[config.mk]
export PLATFORM = sky130hd
export DESIGN_NAME = baud_tick_gen
export DESIGN_NICKNAME = d
export VERILOG_FILES = /design/src/rtl/baud_tick_gen_pkg.sv /design/src/rtl/baud_tick_edge_sync.sv /design/src/rtl/baud_tick_divider.sv /design/src/rtl/baud_tick_ctrl.sv /design/src/rtl/baud_tick_gen.sv
export SDC_FILE = /design/constraint.sdc
export NUM_CORES = 1
export LEC_CHECK = 0
export BUFFER_PORTS_ARGS = -buffer_cell sky130_fd_sc_hd__buf_2
export CAP_MARGIN = 20
export CORE_ASPECT_RATIO = 1.1
export CORE_MARGIN = 1
export CORE_UTILIZATION = 51
export CTS_CLUSTER_DIAMETER = 120
export DETAILED_ROUTE_END_ITERATION = 8
export GPL_ROUTABILITY_DRIVEN = 0
export GPL_TIMING_DRIVEN = 0
export PLACE_DENSITY = 0.73
export SLEW_MARGIN = 20
export SYNTH_ARGS = -nofsm -noshare
export SYNTH_HDL_FRONTEND = slang
export SYNTH_SLANG_ARGS = --single-unit
[constraint.sdc]
create_clock -name clk -period 1.4 [get_ports clk]
set_input_delay 0.07 -clock clk [delete_from_list [all_inputs] [get_ports clk]]
set_output_delay 0.07 -clock clk [all_outputs]
set_load 0.05 [all_outputs]
[src/rtl/baud_tick_gen_pkg.sv]
package baud_tick_gen_pkg;

  localparam int unsigned CODE_W = 4;

  // Control strobes from the control block to the divider datapath.
  typedef struct packed {
    logic              run;   // divider active (nonzero rate code)
    logic [CODE_W-1:0] code;  // rate selection
  } divCtl_t;

  // Bit rate times 100 for each rate code; 0 means no internal rate.
  function automatic int unsigned centiBaud(input logic [CODE_W-1:0] code);
    case (code)
      4'd1:    return 5000;
      4'd2:    return 7500;
      4'd3:    return 10992;
      4'd4:    return 13458;
      4'd5:    return 15000;
      4'd6:    return 30000;
      4'd7:    return 60000;
      4'd8:    return 120000;
      4'd9:    return 180000;
      4'd10:   return 240000;
      4'd11:   return 360000;
      4'd12:   return 480000;
      4'd13:   return 720000;
      4'd14:   return 960000;
      4'd15:   return 1920000;
      default: return 0;
    endcase
  endfunction

  // Reference cycles per 16x tick, rounded to nearest.
  function automatic int unsigned divisorFor(input int unsigned refHz,
                                             input int unsigned overSample,
                                             input logic [CODE_W-1:0] code);
    longint num;
    longint den;
    if (centiBaud(code) == 0) return 0;
    num = longint'(refHz) * 100;
    den = longint'(overSample) * longint'(centiBaud(code));
    return 32'((num + den / 2) / den);
  endfunction

endpackage

[src/rtl/baud_tick_edge_sync.sv]
module baud_tick_edge_sync #(
  parameter int unsigned STAGES = 2
) (
  input  logic clk,
  input  logic rstN,
  input  logic din,
  output logic rise
);
  // sync chain plus one history flop for edge detection
  logic [STAGES:0] chain;

  always_ff @(posedge clk) begin
    if (!rstN) chain <= '0;
    else       chain <= {chain[STAGES-1:0], din};
  end

  assign rise = chain[STAGES-1] & ~chain[STAGES];
endmodule

[src/rtl/baud_tick_divider.sv]
module baud_tick_divider
  import baud_tick_gen_pkg::*;
#(
  parameter int unsigned REF_HZ     = 1843200,
  parameter int unsigned OVERSAMPLE = 16
) (
  input  logic    clk,
  input  logic    rstN,
  input  divCtl_t ctl,
  output logic    intTick
);
  localparam int unsigned NUM_CODES = 1 << CODE_W;
  localparam int unsigned MAX_DIV   = divisorFor(REF_HZ, OVERSAMPLE, 4'd1);
  localparam int unsigned CNT_W     = $clog2(MAX_DIV);

  logic [CNT_W-1:0] reloadTab [NUM_CODES];

  for (genvar i = 0; i < NUM_CODES; i++) begin : g_tab
    localparam int unsigned DIV_I = divisorFor(REF_HZ, OVERSAMPLE, CODE_W'(i));
    if (DIV_I == 0) begin : g_off
      assign reloadTab[i] = '0;
    end else begin : g_on
      assign reloadTab[i] = CNT_W'(DIV_I - 1);
    end
  end

  logic             parked;
  logic [CNT_W-1:0] count;

  // Counter reloads only when parked or at terminal count, so a new
  // code never truncates the running period.
  always_ff @(posedge clk) begin
    if (!rstN) begin
      parked <= 1'b1;
      count  <= '0;
    end else if (!ctl.run) begin
      parked <= 1'b1;
      count  <= '0;
    end else if (parked || count == '0) begin
      parked <= 1'b0;
      count  <= reloadTab[ctl.code];
    end else begin
      count  <= count - 1'b1;
    end
  end

  assign intTick = !parked && (count == '0);
endmodule

[src/rtl/baud_tick_ctrl.sv]
module baud_tick_ctrl
  import baud_tick_gen_pkg::*;
#(
  parameter int unsigned SYNC_STAGES = 2
) (
  input  logic              clk,
  input  logic              rstN,
  input  logic              cfgWe,
  input  logic [CODE_W-1:0] cfgRate,
  input  logic              cfgRxInt,
  input  logic              extTxClk,
  input  logic              rxClkIn,
  input  logic              intTick,
  output divCtl_t           ctl,
  output logic              txTick,
  output logic              rxTick,
  output logic              rxClkOut,
  output logic              rxClkOe
);
  logic [CODE_W-1:0] rateCode;
  logic              rxSrcInt;
  logic              extTxRise;
  logic              rxPinRise;
  logic              rxPulseQ;

  always_ff @(posedge clk) begin
    if (!rstN) begin
      rateCode <= '0;
      rxSrcInt <= 1'b0;
    end else if (cfgWe) begin
      rateCode <= cfgRate;
      rxSrcInt <= cfgRxInt;
    end
  end

  baud_tick_edge_sync #(.STAGES(SYNC_STAGES)) u_txSync (
    .clk  (clk),
    .rstN (rstN),
    .din  (extTxClk),
    .rise (extTxRise)
  );

  baud_tick_edge_sync #(.STAGES(SYNC_STAGES)) u_rxSync (
    .clk  (clk),
    .rstN (rstN),
    .din  (rxClkIn),
    .rise (rxPinRise)
  );

  always_comb begin
    ctl.run  = (rateCode != '0);
    ctl.code = rateCode;
  end

  assign txTick = ctl.run ? intTick : extTxRise;
  assign rxTick = rxSrcInt ? txTick : rxPinRise;

  always_ff @(posedge clk) begin
    if (!rstN) rxPulseQ <= 1'b0;
    else       rxPulseQ <= txTick & rxSrcInt;
  end

  assign rxClkOe  = rxSrcInt;
  assign rxClkOut = rxPulseQ & rxSrcInt;
endmodule

[src/rtl/baud_tick_gen.sv]
module baud_tick_gen
  import baud_tick_gen_pkg::*;
#(
  parameter int unsigned REF_HZ      = 1843200,
  parameter int unsigned OVERSAMPLE  = 16,
  parameter int unsigned SYNC_STAGES = 2
) (
  input  logic       clk,
  input  logic       rstN,
  input  logic       cfgWe,
  input  logic [3:0] cfgRate,
  input  logic       cfgRxInt,
  input  logic       extTxClk,
  input  logic       rxClkIn,
  output logic       rxClkOut,
  output logic       rxClkOe,
  output logic       txTick,
  output logic       rxTick
);
  divCtl_t           divCtl;
  logic              intTick;
  logic [CODE_W-1:0] rateCode;

  assign rateCode = divCtl.code;

  baud_tick_ctrl #(.SYNC_STAGES(SYNC_STAGES)) u_ctrl (
    .clk      (clk),
    .rstN     (rstN),
    .cfgWe    (cfgWe),
    .cfgRate  (cfgRate),
    .cfgRxInt (cfgRxInt),
    .extTxClk (extTxClk),
    .rxClkIn  (rxClkIn),
    .intTick  (intTick),
    .ctl      (divCtl),
    .txTick   (txTick),
    .rxTick   (rxTick),
    .rxClkOut (rxClkOut),
    .rxClkOe  (rxClkOe)
  );

  baud_tick_divider #(.REF_HZ(REF_HZ), .OVERSAMPLE(OVERSAMPLE)) u_div (
    .clk     (clk),
    .rstN    (rstN),
    .ctl     (divCtl),
    .intTick (intTick)
  );
endmodule

Word level (Yosys, flattened, before mapping)
Memory sizes are Yosys's and may differ from the RTL's.
Index checks and enable logic that the tools add are counted.
Word-level totals
  bits in writable memories: 0
  latch bits: 0
  output and inout bits: 4
  memories: 1
  bits in read-only memories: 192
  input bits: 10
  logic and storage cells: 28
  register bits after elaboration: 25
Memory list
  (no name shown): depth 16, bits a word 12, rd ports 1, clocked after Yosys merged registers in 0, write ports 0, line baud_tick_divider.sv:41  | count <= reloadTab[ctl.code];
Operators by class
  shift-type cells: 0
  reductions and logical operators: 6
  mux-type cells: 5
  add/subtract/negate cells: 1
  order comparisons: 1
  equality and inequality tests: 0
  bitwise logic cells: 7
  $mul: 0
  div/mod/pow operators: 0
Operators by type and width (count)
  two-way mux 12 bit: 3
  zero test 12 bit: 1
  subtractor 12 x 1 -> 12 bit (second input constant): 1
  >= comparator 5 bit (second input constant): 1
  NOT 4 -> 5 bit: 1
  AND 1 bit: 4
  nonzero test 4 bit: 1
  two-way mux 1 bit: 2
  NOT 1 bit: 2
  AND reduction 2 bit: 1
  logical AND 1 bit: 1
  zero test 1 bit: 1
  logical OR 1 bit: 1

Logic depth before layout (Yosys ltp)
  depth in word-level cells: 5
  depth in mapped cells: 7
  mapped depth without buffers: 6

Hierarchy
From an unflattened synthesis, not the netlist that was laid out.
Unflattened totals
  cells, all modules: 139
  area total of the unflattened synthesis: 1285.0 µm²
By module, submodules not included
  baud_tick_divider: sequential area each 260.2 µm², cells an instance 100, instances 1, area an instance 847.1 µm²
  baud_tick_ctrl: sequential area each 120.1 µm², cells an instance 25, instances 1, area an instance 252.7 µm²
  baud_tick_edge_sync: sequential area each 60.1 µm², cells an instance 7, instances 2, area an instance 92.6 µm²

Worst setup path before layout
OpenSTA, ideal clock, no wires.
  path kind: flip-flop to output port
  from: reg u_div.count[0]
  to: out rxTick
  arrival: 2.192 ns
  slack: -0.862 ns
  path buffers: 0
  stages on the path, launching flop included: 7
  data required time: 1.330 ns
  cell sequence: dfxtp_1 inv_1 ha_1 nor4b_2 nand3_1 o31ai_2 a21o_1
On the way
  longest elaborated chain between the ends: 4
Ends and longest elaborated chain
  start, declared: line baud_tick_divider.sv:28  | logic [CNT_W-1:0] count;
  start signal, assigned: line baud_tick_divider.sv:41
  start signal, assigned: line baud_tick_divider.sv:43  | count <= count - 1'b1;
  zero test 12 bit: line baud_tick_divider.sv:47  | assign intTick = !parked && (count == '0);
  logical AND 1 bit: line baud_tick_divider.sv:47
  two-way mux 1 bit: line baud_tick_ctrl.sv:55  | assign txTick = ctl.run ? intTick : extTxRise;
  named net txTick: line baud_tick_gen.sv:17  | output logic txTick,
  two-way mux 1 bit: line baud_tick_ctrl.sv:56  | assign rxTick = rxSrcInt ? txTick : rxPinRise;
  end, declared: line baud_tick_gen.sv:18  | output logic rxTick
The timed path passes the listed nets, and every way through them passes these cells.

Final worst setup path
  from: reg u_div.count[0]
  to: out rxTick
On the way
  longest elaborated chain between the ends: 4
Ends and longest elaborated chain (line)
  zero test 12 bit: baud_tick_divider.sv:47
  logical AND 1 bit: baud_tick_divider.sv:47
  two-way mux 1 bit: baud_tick_ctrl.sv:55
  two-way mux 1 bit: baud_tick_ctrl.sv:56
No other way between the ends.

==> impl_results.md <==
* Status: complete, but fails checks
* Failing checks: negative setup slack
* ANT cells at 0
* Die Width at 50.4 µm
* Int Power at 1.24 mW
* Relative slew slack at 0.699
* Longest Clk Path Bufs at 2
* Fmax at 0.540 GHz
* Synth area leader: dfxtp_1
* Final Hold Fails at 0
* Core area at 0.00234 mm²
* First-pass iteration count of the detailed router at 4
* Post-Syn Nets at 157
* Part of the power in registers at 0.440
* Post-DP HPWL at 1890 µm
* Total number of vias at 1065
* Min-Delay Path Class: input port to register
* H-tree depth reported by CTS at 1
* Seq/Total Area, Yosys at 0.380
* P per Cell Area at 1110 mW/mm²
* CP Launch Point: u_div.count[0]
* Die extent in y at 55.3 µm
* Initial antenna violation count at 0
* Worst Min Path Start: cfgRate[2]
* DRT iter0 DRCs at 26
* Worst skew pair latency at 330 ps
* Clk network pwr share at 0.179
* Leak at 0.704 nW
* CP arrival at 1780 ps
* Crit path time final at 1850 ps
* TritonCTS Sinks at 25
* CTS Buf Count at 3
* Seq cells post-synth at 25
* Asr flop ratio synth at 0
* Crit Path Max Fanout at 3
* ANT nets after route at 0
* Synthesis Warnings at 0
* Net Sw Frac at 0.351
* Largest cells by area after synthesis: dfxtp_1 (38%), ha_1 (6.7%), mux2i_1 (6.1%), a211oi_1 (4.0%), nor2b_1 (3.8%)
* Final Routed Wirelength at 2730 µm
* Final Max Slew Viols at 0
* Most common cell in the netlist: dfxtp_1
* Slew @ Worst Pin at 448 ps
* Max VDD drop at 0.000881 V
* Maxcap violations at 0
* Initial Utilization at 0.562
* Final setup violation count at 14
* Die area at 0.00279 mm²
* Clk_skew at 6.43 ps
* Combinational fraction of design power at 0.381
* Switch Pwr at 0.668 mW
* First-pass GRT wire length at 4810 µm
* Global Route Usage Sum at 0.223
* Commonest cells in the netlist: dfxtp_1 (25), nor2_1 (9), mux2i_1 (8), nor2b_1 (8)
* Vias in the first global route at 1068
* RSZ-0062 raised after global routing: true
* Dpl cell area at 0.00147 mm²
* Synth top area share at 0.380
* Critical path endpoint category: output pin
* Avg Cell Area, Syn at 9.40 µm²
* Post-synth cell types at 37
* NumNets Final at 189
* Clock transition at path regs at 140 ps
* CTS Root Cell: clkbuf_4
* Main synth FF type: dfxtp_1
* Final Core Density at 0.729
* TNS Setup at -3830 ps
* Row count at 18
* Largest net degree at the start of global routing at 16
* CTS tree: done
* Via density at 5.30
* Layout cells sized above 1 at 0.322
* Part of the cycle the worst path needs at 1.32
* DRC errors left at 0
* Port buffer count at 12
* Synthesized cell area at 0.00132 mm²
* Kind of critical path: register to output pin
* Synth Instances at 140
* I/O pin count at 14
* DR WL/cell at 13.6 µm
* Post-route design area at 0.00171 mm²
* Worst r2r src: u_div.count[0]
* Data required time of the critical path at 1330 ps
* EDFF count, synth at 0
* Synthesis-to-finish area growth at 29.8%
* Setup WS post-layout at -453 ps
* Gr ovfl total at 0
* Startpoint types: register
==> cell usage in the layout (no fill, tap or decap), types with 2 or more instances in the layout <==
master	instances
clkbuf_1	3
inv_2	5
nor3_2	2
and2_1	7
buf_4	11
buf_2	11
nor2_1	9
xor2_1	4
or3_1	2
ha_1	4
nand2_1	4
buf_6	2
dfxtp_2	2
dlygate4sd3_1	5
o21ai_0	2
ha_4	3
nand2b_1	3
o22ai_1	2
a211oi_1	7
dfxtp_1	21
mux2i_1	8
o21ai_1	2
clkbuf_4	3
nor2b_1	7
dfxtp_4	2
nand3_1	3
nor3_4	2
a21oi_1	7
xnor2_1	5
nor3b_1	2
==> sequential cells by signal, summed over array words and instances, names as in the netlist <==
| name | flops |
|---|---|
| u_div.count | 12 |
| u_ctrl.rateCode | 4 |
| u_ctrl.u_rxSync.chain | 3 |
| u_ctrl.u_txSync.chain | 3 |
| u_ctrl.rxClkOe | 1 |
| u_ctrl.rxPulseQ | 1 |
| u_div.parked | 1 |
==> layer usage <==
metal | vias up | wire [µm] | GRT usage
li1 | 554 | - | -
met1 | 488 | 1310 | 0.298
met2 | 19 | 1330 | 0.362
met3 | 4 | 63 | 0.0331
met4 | 0 | 33 | 0.0794
met5 | - | 0 | 0
==> critical path, cell delays in order (launching register included) <==
cell	delay, ps
dfxtp_2	350
inv_2	80
ha_4	130
nor4b_4	230
nand3_2	140
o31ai_4	240
a21o_4	160
buf_8	130
==> through the flow <==
| step | hold WS [ps] | setup slack [ps] | std cells | power [mW] |
|---|---|---|---|---|
| after global routing | 0.960 | -564 | 201 | 2.02 |
| after global placement | 278 | -342 | 182 | 1.43 |
| final | 1.44 | -453 | 201 | 1.90 |
| after floorplan | 197 | -436 | 140 | 1.33 |
| after CTS | 5.42 | -438 | 199 | 1.89 |
| after detailed placement | 281 | -394 | 182 | 1.44 |
==> power groups by stage <==
stage	clock [mW]	sequential, mW	combinational, mW
floorplan	0	0.848	0.479
global placement	0	0.851	0.578
detailed placement	0	0.857	0.586
CTS	0.348	0.837	0.709
global route	0.383	0.847	0.792
finish	0.340	0.837	0.726
==> area by class of cell <==
class / instances / area (µm²)
multi-input combinational: 103 / 871
fill: 190 / 634
sequential: 25 / 510
timing repair buffer: 27 / 198
buffer: 6 / 38.8
tap: 30 / 37.5
clock buffer: 3 / 22.5
inverter: 6 / 22.5
clock inverter: 1 / 7.51
==> final timing paths <==
| kind | endpoint | slack, ps | cells past startpoint |
|---|---|---|---|
| worst min-delay path | u_ctrl.rateCode[2] | 1 | 3 |
| worst max-delay path | rxTick | -450 | 7 |
| worst max register to register | u_div.count[2] | -290 | 8 |
| worst min register to register | u_ctrl.u_txSync.chain[1] | 450 | 1 |
==> cell families (layout without fill, tap and decap cells) <==
family / Yosys count / in the layout / share of synthesized area
fa+ha+maj: 7 / 7 / 0.0665
mux: 8 / 8 / 0.0608
compound gates: 28 / 28 / 0.148
simple gates: 51 / 51 / 0.247
buf+inv: 12 / 43 / 0.0371
xor+xnor: 9 / 9 / 0.0599
flops: 25 / 25 / 0.380
==> what timing repair did <==
action	CTS	global route
buffers inserted	8	2
setup endpoints to repair	16	15
cloned	0	0
hold endpoints to repair	5	0
pin swaps	8	1
resized for setup	23	1
hold buffers	5	0
(Power assumes the default switching activity.)
